### config.mk
export PLATFORM = sky130hd
export DESIGN_NAME = clkcfg_arbiter
export DESIGN_NICKNAME = d
export VERILOG_FILES = /design/src/rtl/clkcfg_arbiter.sv
export SDC_FILE = /design/constraint.sdc
export NUM_CORES = 1
export LEC_CHECK = 0
export ABC_AREA = 0
export BUFFER_PORTS_ARGS = -buffer_cell sky130_fd_sc_hd__buf_4
export CAP_MARGIN = 10
export CORE_AREA = 5 5 133 135
export CTS_CLUSTER_DIAMETER = 80
export DETAILED_ROUTE_END_ITERATION = 8
export DIE_AREA = 0 0 138 140
export HOLD_SLACK_MARGIN = 0.06
export PLACE_DENSITY = 0.7
export SYNTH_ARGS = -nofsm -noshare
export SYNTH_HDL_FRONTEND = slang
export SYNTH_SLANG_ARGS = --single-unit
### constraint.sdc
create_clock -name clk_ref -period 4.35 [get_ports clk_ref]
set_input_delay 0.87 -clock clk_ref [delete_from_list [all_inputs] [get_ports clk_ref]]
set_output_delay 0.87 -clock clk_ref [all_outputs]
set_load 0.005 [all_outputs]
### src/rtl/clkcfg_arbiter.sv
module clkcfg_arbiter #(
  parameter int DIV_W   = 8,
  parameter int BASE_A  = 1,
  parameter int BASE_B  = 2,
  parameter int BASE_C  = 3,
  parameter int BASE_D  = 5,
  parameter int FB_BASE = 4,
  parameter int WA      = 4,
  parameter int WB      = 4,
  parameter int WC      = 2,
  parameter int WD      = 2
) (
  input  logic             clk_ref,
  input  logic             rst_n,
  input  logic             reg_we,
  input  logic [2:0]       reg_addr,
  input  logic [DIV_W-1:0] reg_wdata,
  output logic [DIV_W-1:0] reg_rdata,
  input  logic [1:0]       pin_fb,
  input  logic [1:0]       pin_a,
  input  logic [1:0]       pin_b,
  input  logic [1:0]       pin_c,
  input  logic [1:0]       pin_d,
  output logic [DIV_W-1:0] fb_div,
  output logic [WA-1:0]    q_a,
  output logic [WB-1:0]    q_b,
  output logic [WC-1:0]    q_c,
  output logic [WD-1:0]    q_d
);
  localparam int NB = 4;
  localparam logic [DIV_W-1:0] ONE = DIV_W'(1);

  function automatic logic [DIV_W-1:0] pin_div(input int b, input logic [1:0] c);
    int base;
    case (b)
      0: base = BASE_A;
      1: base = BASE_B;
      2: base = BASE_C;
      3: base = BASE_D;
      default: base = FB_BASE;
    endcase
    return DIV_W'(base << c);
  endfunction

  function automatic logic [DIV_W-1:0] nz(input logic [DIV_W-1:0] v);
    return (v == '0) ? ONE : v;
  endfunction

  logic [NB:0]               ctl_q;
  logic [NB-1:0]             en_q;
  logic                      init_q;
  logic [DIV_W-1:0]          fb_sh, fb_act;
  logic [NB-1:0][DIV_W-1:0]  sh, act;
  logic [NB-1:0][1:0]        pins;
  logic [NB-1:0]             bclk;

  assign pins = {pin_d, pin_c, pin_b, pin_a};

  always_ff @(posedge clk_ref) begin
    if (!rst_n) begin
      ctl_q  <= '0;
      en_q   <= '1;
      init_q <= 1'b0;
      fb_sh  <= ONE;
      fb_act <= ONE;
      sh     <= {NB{ONE}};
      act    <= {NB{ONE}};
    end else begin
      init_q <= reg_we && reg_addr == 3'd7 && reg_wdata[0];
      if (reg_we) begin
        case (reg_addr)
          3'd0: ctl_q <= reg_wdata[NB:0];
          3'd1: en_q  <= reg_wdata[NB-1:0];
          3'd2: fb_sh <= reg_wdata;
          3'd3: sh[0] <= reg_wdata;
          3'd4: sh[1] <= reg_wdata;
          3'd5: sh[2] <= reg_wdata;
          3'd6: sh[3] <= reg_wdata;
          default: ;
        endcase
      end
      if (init_q) begin
        fb_act <= fb_sh;
        act    <= sh;
      end
    end
  end

  always_comb begin
    case (reg_addr)
      3'd0: reg_rdata = DIV_W'(ctl_q);
      3'd1: reg_rdata = DIV_W'(en_q);
      3'd2: reg_rdata = fb_sh;
      3'd3: reg_rdata = sh[0];
      3'd4: reg_rdata = sh[1];
      3'd5: reg_rdata = sh[2];
      3'd6: reg_rdata = sh[3];
      default: reg_rdata = '0;
    endcase
  end

  assign fb_div = ctl_q[0] ? nz(fb_act) : pin_div(NB, pin_fb);

  for (genvar b = 0; b < NB; b++) begin : g_bank
    logic [DIV_W-1:0] n, cnt;
    logic [1:0]       pc;
    logic             ph, gate;
    wire reg_own = ctl_q[b+1];
    wire restart = init_q || (!reg_own && pins[b] != pc);

    assign n = reg_own ? nz(act[b]) : pin_div(b, pins[b]);

    always_ff @(posedge clk_ref) begin
      if (!rst_n) begin
        cnt  <= '0;
        ph   <= 1'b0;
        gate <= 1'b1;
        pc   <= pins[b];
      end else begin
        pc <= pins[b];
        if (restart) begin
          cnt <= '0;
          ph  <= 1'b0;
        end else if (cnt >= n - ONE) begin
          cnt <= '0;
          ph  <= ~ph;
        end else begin
          cnt <= cnt + ONE;
        end
        if (!ph) gate <= reg_own ? en_q[b] : 1'b1;
      end
    end

    assign bclk[b] = ph & gate;
  end

  assign q_a = {WA{bclk[0]}};
  assign q_b = {WB{bclk[1]}};
  assign q_c = {WC{bclk[2]}};
  assign q_d = {WD{bclk[3]}};
endmodule

After elaboration in Yosys (flattened, before gate mapping). Index checks and enable logic that the tools add are counted.

Register bits: 138. Bits of input ports: 24. Output and inout bits: 28. Word-level logic and storage cells: 116.

$add $sub $neg: 8. Order comparisons: 4. Equality and inequality tests: 11. Shifts and indexed selects: 5. Mux-type cells: 15. Bitwise operators: 9. Reductions and logical operators: 35.

Operators by type and width (number): $mux W8 (10); $pmux W8 S7 (1); $logic_not A8 Y1 (5); $add A8 B1 Y8 const B (4); $ge A8 B8 Y1 (4); $sub A8 B1 Y8 const B (4); $shl A2 B2 Y8 const A (2); $shl A3 B2 Y8 const A (2); $reduce_and A2 Y1 (7); $eq A3 B3 Y1 const B (4); $reduce_or A3 Y1 (4); $ne A2 B2 Y1 (4); $reduce_or A2 Y1 (4); $shl A1 B2 Y8 const A (1); $eq A3 B2 Y1 const B (2); $logic_and A1 B1 Y1 (6); $not A1 Y1 (5); $and A1 B1 Y1 (4); $logic_not A1 Y1 (4); $logic_or A1 B1 Y1 (4); $mux W1 (4); $eq A3 B1 Y1 const B (1); $logic_not A3 Y1 (1).

Longest topological paths before layout.
Depth after elaboration: 6. Mapped depth: 15. Mapped depth without buffers: 15.

Least setup slack after synthesis. Ideal clock, no wire load.

Path kind: input -> register. Start: input pin_d[0]. End: register g_bank[3].cnt[2]. Library setup time: 147 ps. Arrival time: 3142 ps. Required time: 4203 ps. Setup slack: 1061 ps. Stages: 12. Path buffers: 0. Cells stage by stage: nor2b_1 nor2b_1 a21oi_1 ha_1 nand2_1 or3_1 xnor2_1 nand2_1 ha_1 nand3_1 o311ai_1 nor2_1.

Cells in the longest elaborated chain, start to end: 5. Elaborated cells between the ends (all ways): 8. Classes of those cells: add/sub: 1; order compare: 1; eq/ne: 1; shift: 1; mux: 1; reduce/logical: 3.

RTL lines: start, declared (RTL line 23) `input logic [1:0] pin_d,`; $shl A3 B2 Y8 (RTL line 42) `return DIV_W'(base << c);`; $mux W8 (RTL line 111) `assign n = reg_own ? nz(act[b]) : pin_div(b, pins[b]);`; $sub A8 B1 Y8 (RTL line 124) `end else if (cnt >= n - ONE) begin`; $ge A8 B8 Y1 (RTL line 124); $reduce_or A3 Y1 (no line) (*); end signal, assigned (RTL line 128) `cnt <= cnt + ONE;`; end, declared (RTL line 105) `logic [DIV_W-1:0] n, cnt;`.

Every way passes the cells marked *; elsewhere a longest branch is shown, timed or not. A chain may end at the register's enable or synchronous reset.

Worst setup path in the final report.
Start: register ctl_q[4]. End: register g_bank[3].cnt[3].

Cells in the longest elaborated chain, start to end: 4. Elaborated cells between the ends (all ways): 7. Classes of those cells: add/sub: 1; order compare: 1; mux: 1; reduce/logical: 4.

RTL lines: start, declared (RTL line 49) `logic [NB:0] ctl_q;`; start signal, assigned (RTL line 72) `3'd0: ctl_q <= reg_wdata[NB:0];`; $mux W8 / $logic_not A1 Y1 (equally long branches) (RTL line 111, 109); $sub A8 B1 Y8 / $logic_and A1 B1 Y1 (equally long branches) (RTL line 124, 109); $ge A8 B8 Y1 / $logic_or A1 B1 Y1 (equally long branches) (RTL line 124, 109); $reduce_or A3 Y1 (no line) (*).

Marked as above.

==> impl_metrics.ini <==
[synth]
syn_inst = 820
synth_ff_type = dfxtp_1
yosys.area.top_type = dfxtp_1
synth-edff-count = 0
ys_seq_area_share_pct = 38.2
synth.cell_area_sq_um = 7230
synth_nets = 884
syn-mean-instance-area_sq_um = 8.81
ys_ff_latch = 138
synth_cell_type_count = 57
yosys-top-cells-count = dfxtp_1, nand2_1, nor2_1
synth_top_cells_by_area = dfxtp_1, mux2i_1, ha_1
yosys.cell_count.top_type = dfxtp_1
async_flop_share_pct = 0
yosysTopAreaCellShare_pct = 38.2
yosys_warnings = 0

[pwr]
sw_frac_of_total_pct = 23.8
clkPwrFrac_pct = 48.3
ir_drop_mv = 0.277
p_per_area_nw_per_um2 = 359
p_leak_nw = 3.14
p_seq_share_pct = 43.8
p_sw_mw = 0.710
pwr-share-comb_pct = 8.0
power.internal_mw = 2.27

[drt]
dr.first_iter.drc_count = 388
vias_per_cell = 5.12
wl_per_cell_um = 14.8
ant_nets = 0
dr.pass1.iters = 5
drc = 0
wl_um = 16100
vias = 5555

[worst_setup_path]
required_ns = 4.62
worstSetupStartpointType = register
path_max_fanout = 15
arrival_ns = 3.78
end_kind = register
crit_type = register to register

[grt]
grt_max_degree = 95
grt_pass1_vias = 5378
grt_usage_pct = 16.9
antenna_found_initial = 0
grt_remaining_overflow = 0
grt_pass1_wl_um = 26900

[sta]
clock_skew_ns = 0.00826
fmax_mhz = 285
period_needed_ns = 3.51
grt_setup_unrepaired = false
finalHoldViolCount = 0
tns_ns = 0
worst_slew_pin_slew_ns = 0.976
fin_crit_sh_pct = 80.7
maxSlewHeadroom_pct = 33.9
setup_viol = 0
drv_slew = 0

[finish]
syn_to_final_growth_pct = 14.9
fin_cells = 1084
nets = 915
drive_gt1_share_pct = 12.7
antenna_cells = 0
fill_cells = 1590
final_util_pct = 50.8

[floorplan]
start_util_pct = 44.2
dieArea_sq_um = 19300
row_count = 47
die_y_um = 140
fp.dieW_um = 138
coreArea_sq_um = 16300
io-pin-count = 52

[cts]
cts-buffers-inserted = 17
clock_sinks = 138
cts_tree = yes
ctsResizeCount = 0
postCtsHoldBufs = 0
cts.path.max_buffers = 2
h-tree-depth = 4
worst_skew_pair.late_latency_ns = 0.42
root_buffer = clkbuf_16
post-cts-setup-buffers = 0
clkSlewWorstSetupHoldPaths_ns = 0.06

[outcome]
outcome = finished clean

[job]
maxCapViolCount = 0

[place]
gp_congestion = 0.814
io_buffer_count = 51
dp.cells = 1052
hpwl_um = 11600

[hold_path]
min_path_type = register to register
## routing by layer
layer	track usage (%)	vias to the layer above	wire [um]
li1	-	2900	-
met1	23.1	2539	7740
met2	26.7	108	7370
met3	4.26	8	836
met4	4.58	0	119
met5	0	-	0
## flip-flops by register name, summed over array words and instances (netlist names)
signal	cells
act	32
g_bank.cnt	32
sh	32
fb_act	8
fb_sh	8
g_bank.pc	8
ctl_q	5
en_q	4
g_bank.gate	4
g_bank.ph	4
init_q	1
## power by group through the flow
| stage | Sequential, mW | Combinational (mW) | Clock [mW] |
|---|---|---|---|
| global route | 1.31 | 0.267 | 1.53 |
| floorplan | 1.32 | 0.166 | 0 |
| finish | 1.30 | 0.237 | 1.44 |
| detailed placement | 1.33 | 0.237 | 0 |
| global placement | 1.33 | 0.234 | 0 |
| CTS | 1.30 | 0.239 | 1.47 |
## metrics by stage
step | setup WS (ns) | total power, mW | hold WS [ns] | instance area [sq um]
floorplan | 1.06 | 1.49 | 0.432 | 7230
global placement | 0.550 | 1.57 | 0.445 | 7710
detailed placement | 0.471 | 1.57 | 0.462 | 7710
CTS | 0.835 | 3.01 | 0.477 | 8300
global route | 0.437 | 3.11 | 0.508 | 8300
finish | 0.841 | 2.98 | 0.475 | 8300
## path summary, 6_finish.rpt
check | startpoint | to | slack [ns] | cells past startpoint
worst min register to register | act[16]$_SDFFE_PN1P_ | act[16]$_SDFFE_PN1P_ | 0.47 | 2
worst min-delay path | act[16]$_SDFFE_PN1P_ | act[16]$_SDFFE_PN1P_ | 0.47 | 2
worst max-delay path | ctl_q[4]$_SDFFE_PN0P_ | g_bank[3].cnt[3]$_SDFF_PP0_ | 0.84 | 12
worst max register to register | ctl_q[4]$_SDFFE_PN0P_ | g_bank[3].cnt[3]$_SDFF_PP0_ | 0.84 | 12
## cell usage in the layout, fill, tap and decap left out, types with 4 or more instances in the layout
cell	count
a21o_1	5
o31ai_1	5
xor2_1	24
o21a_1	5
nor2_1	70
inv_1	13
a22o_1	5
or2_2	6
mux4_2	4
clkinv_2	4
mux2_2	5
dfxtp_1	137
nand3_1	28
and3_1	7
and2_1	7
or4_1	4
nor3b_1	5
a21oi_1	29
a21boi_0	36
nand2_1	119
xnor2_1	22
or3_1	7
nor3_1	12
o21ai_0	19
nand2b_1	11
ha_1	40
mux2i_1	61
clkinv_4	4
clkbuf_16	17
buf_4	54
nor2b_1	49
## critical path: stages, from the launching register on
cell and delay (ns):
dfxtp_1 0.65, nor2b_1 0.15, nor2b_1 0.18, a21oi_1 0.12, ha_1 0.20, nand2_1 0.09, or3_1 0.33, xnor2_1 0.14
nand2_1 0.07, ha_1 0.33, nand3_1 0.11, o311ai_1 0.86, nor2_1 0.12
## kinds of logic after synthesis
logic type / Yosys count / synth area share (%)
simple gates: 337 / 22.7
flops: 138 / 38.2
compound gates: 134 / 12.7
mux: 70 / 10.5
buf+inv: 55 / 3.46
xor+xnor: 46 / 5.58
fa+ha+maj: 40 / 6.93
## final cells by class
type,count,area [sq um],area share (%)
sequential,138,2760,33.3
inverter,13,48.8,0.588
clock buffer,19,453,5.46
timing repair buffer,54,405,4.88
multi-input combinational,627,4210,50.8
clock inverter,13,141,1.70
tap,220,275,3.32
No activity file was read; power rests on OpenSTA's default activity.
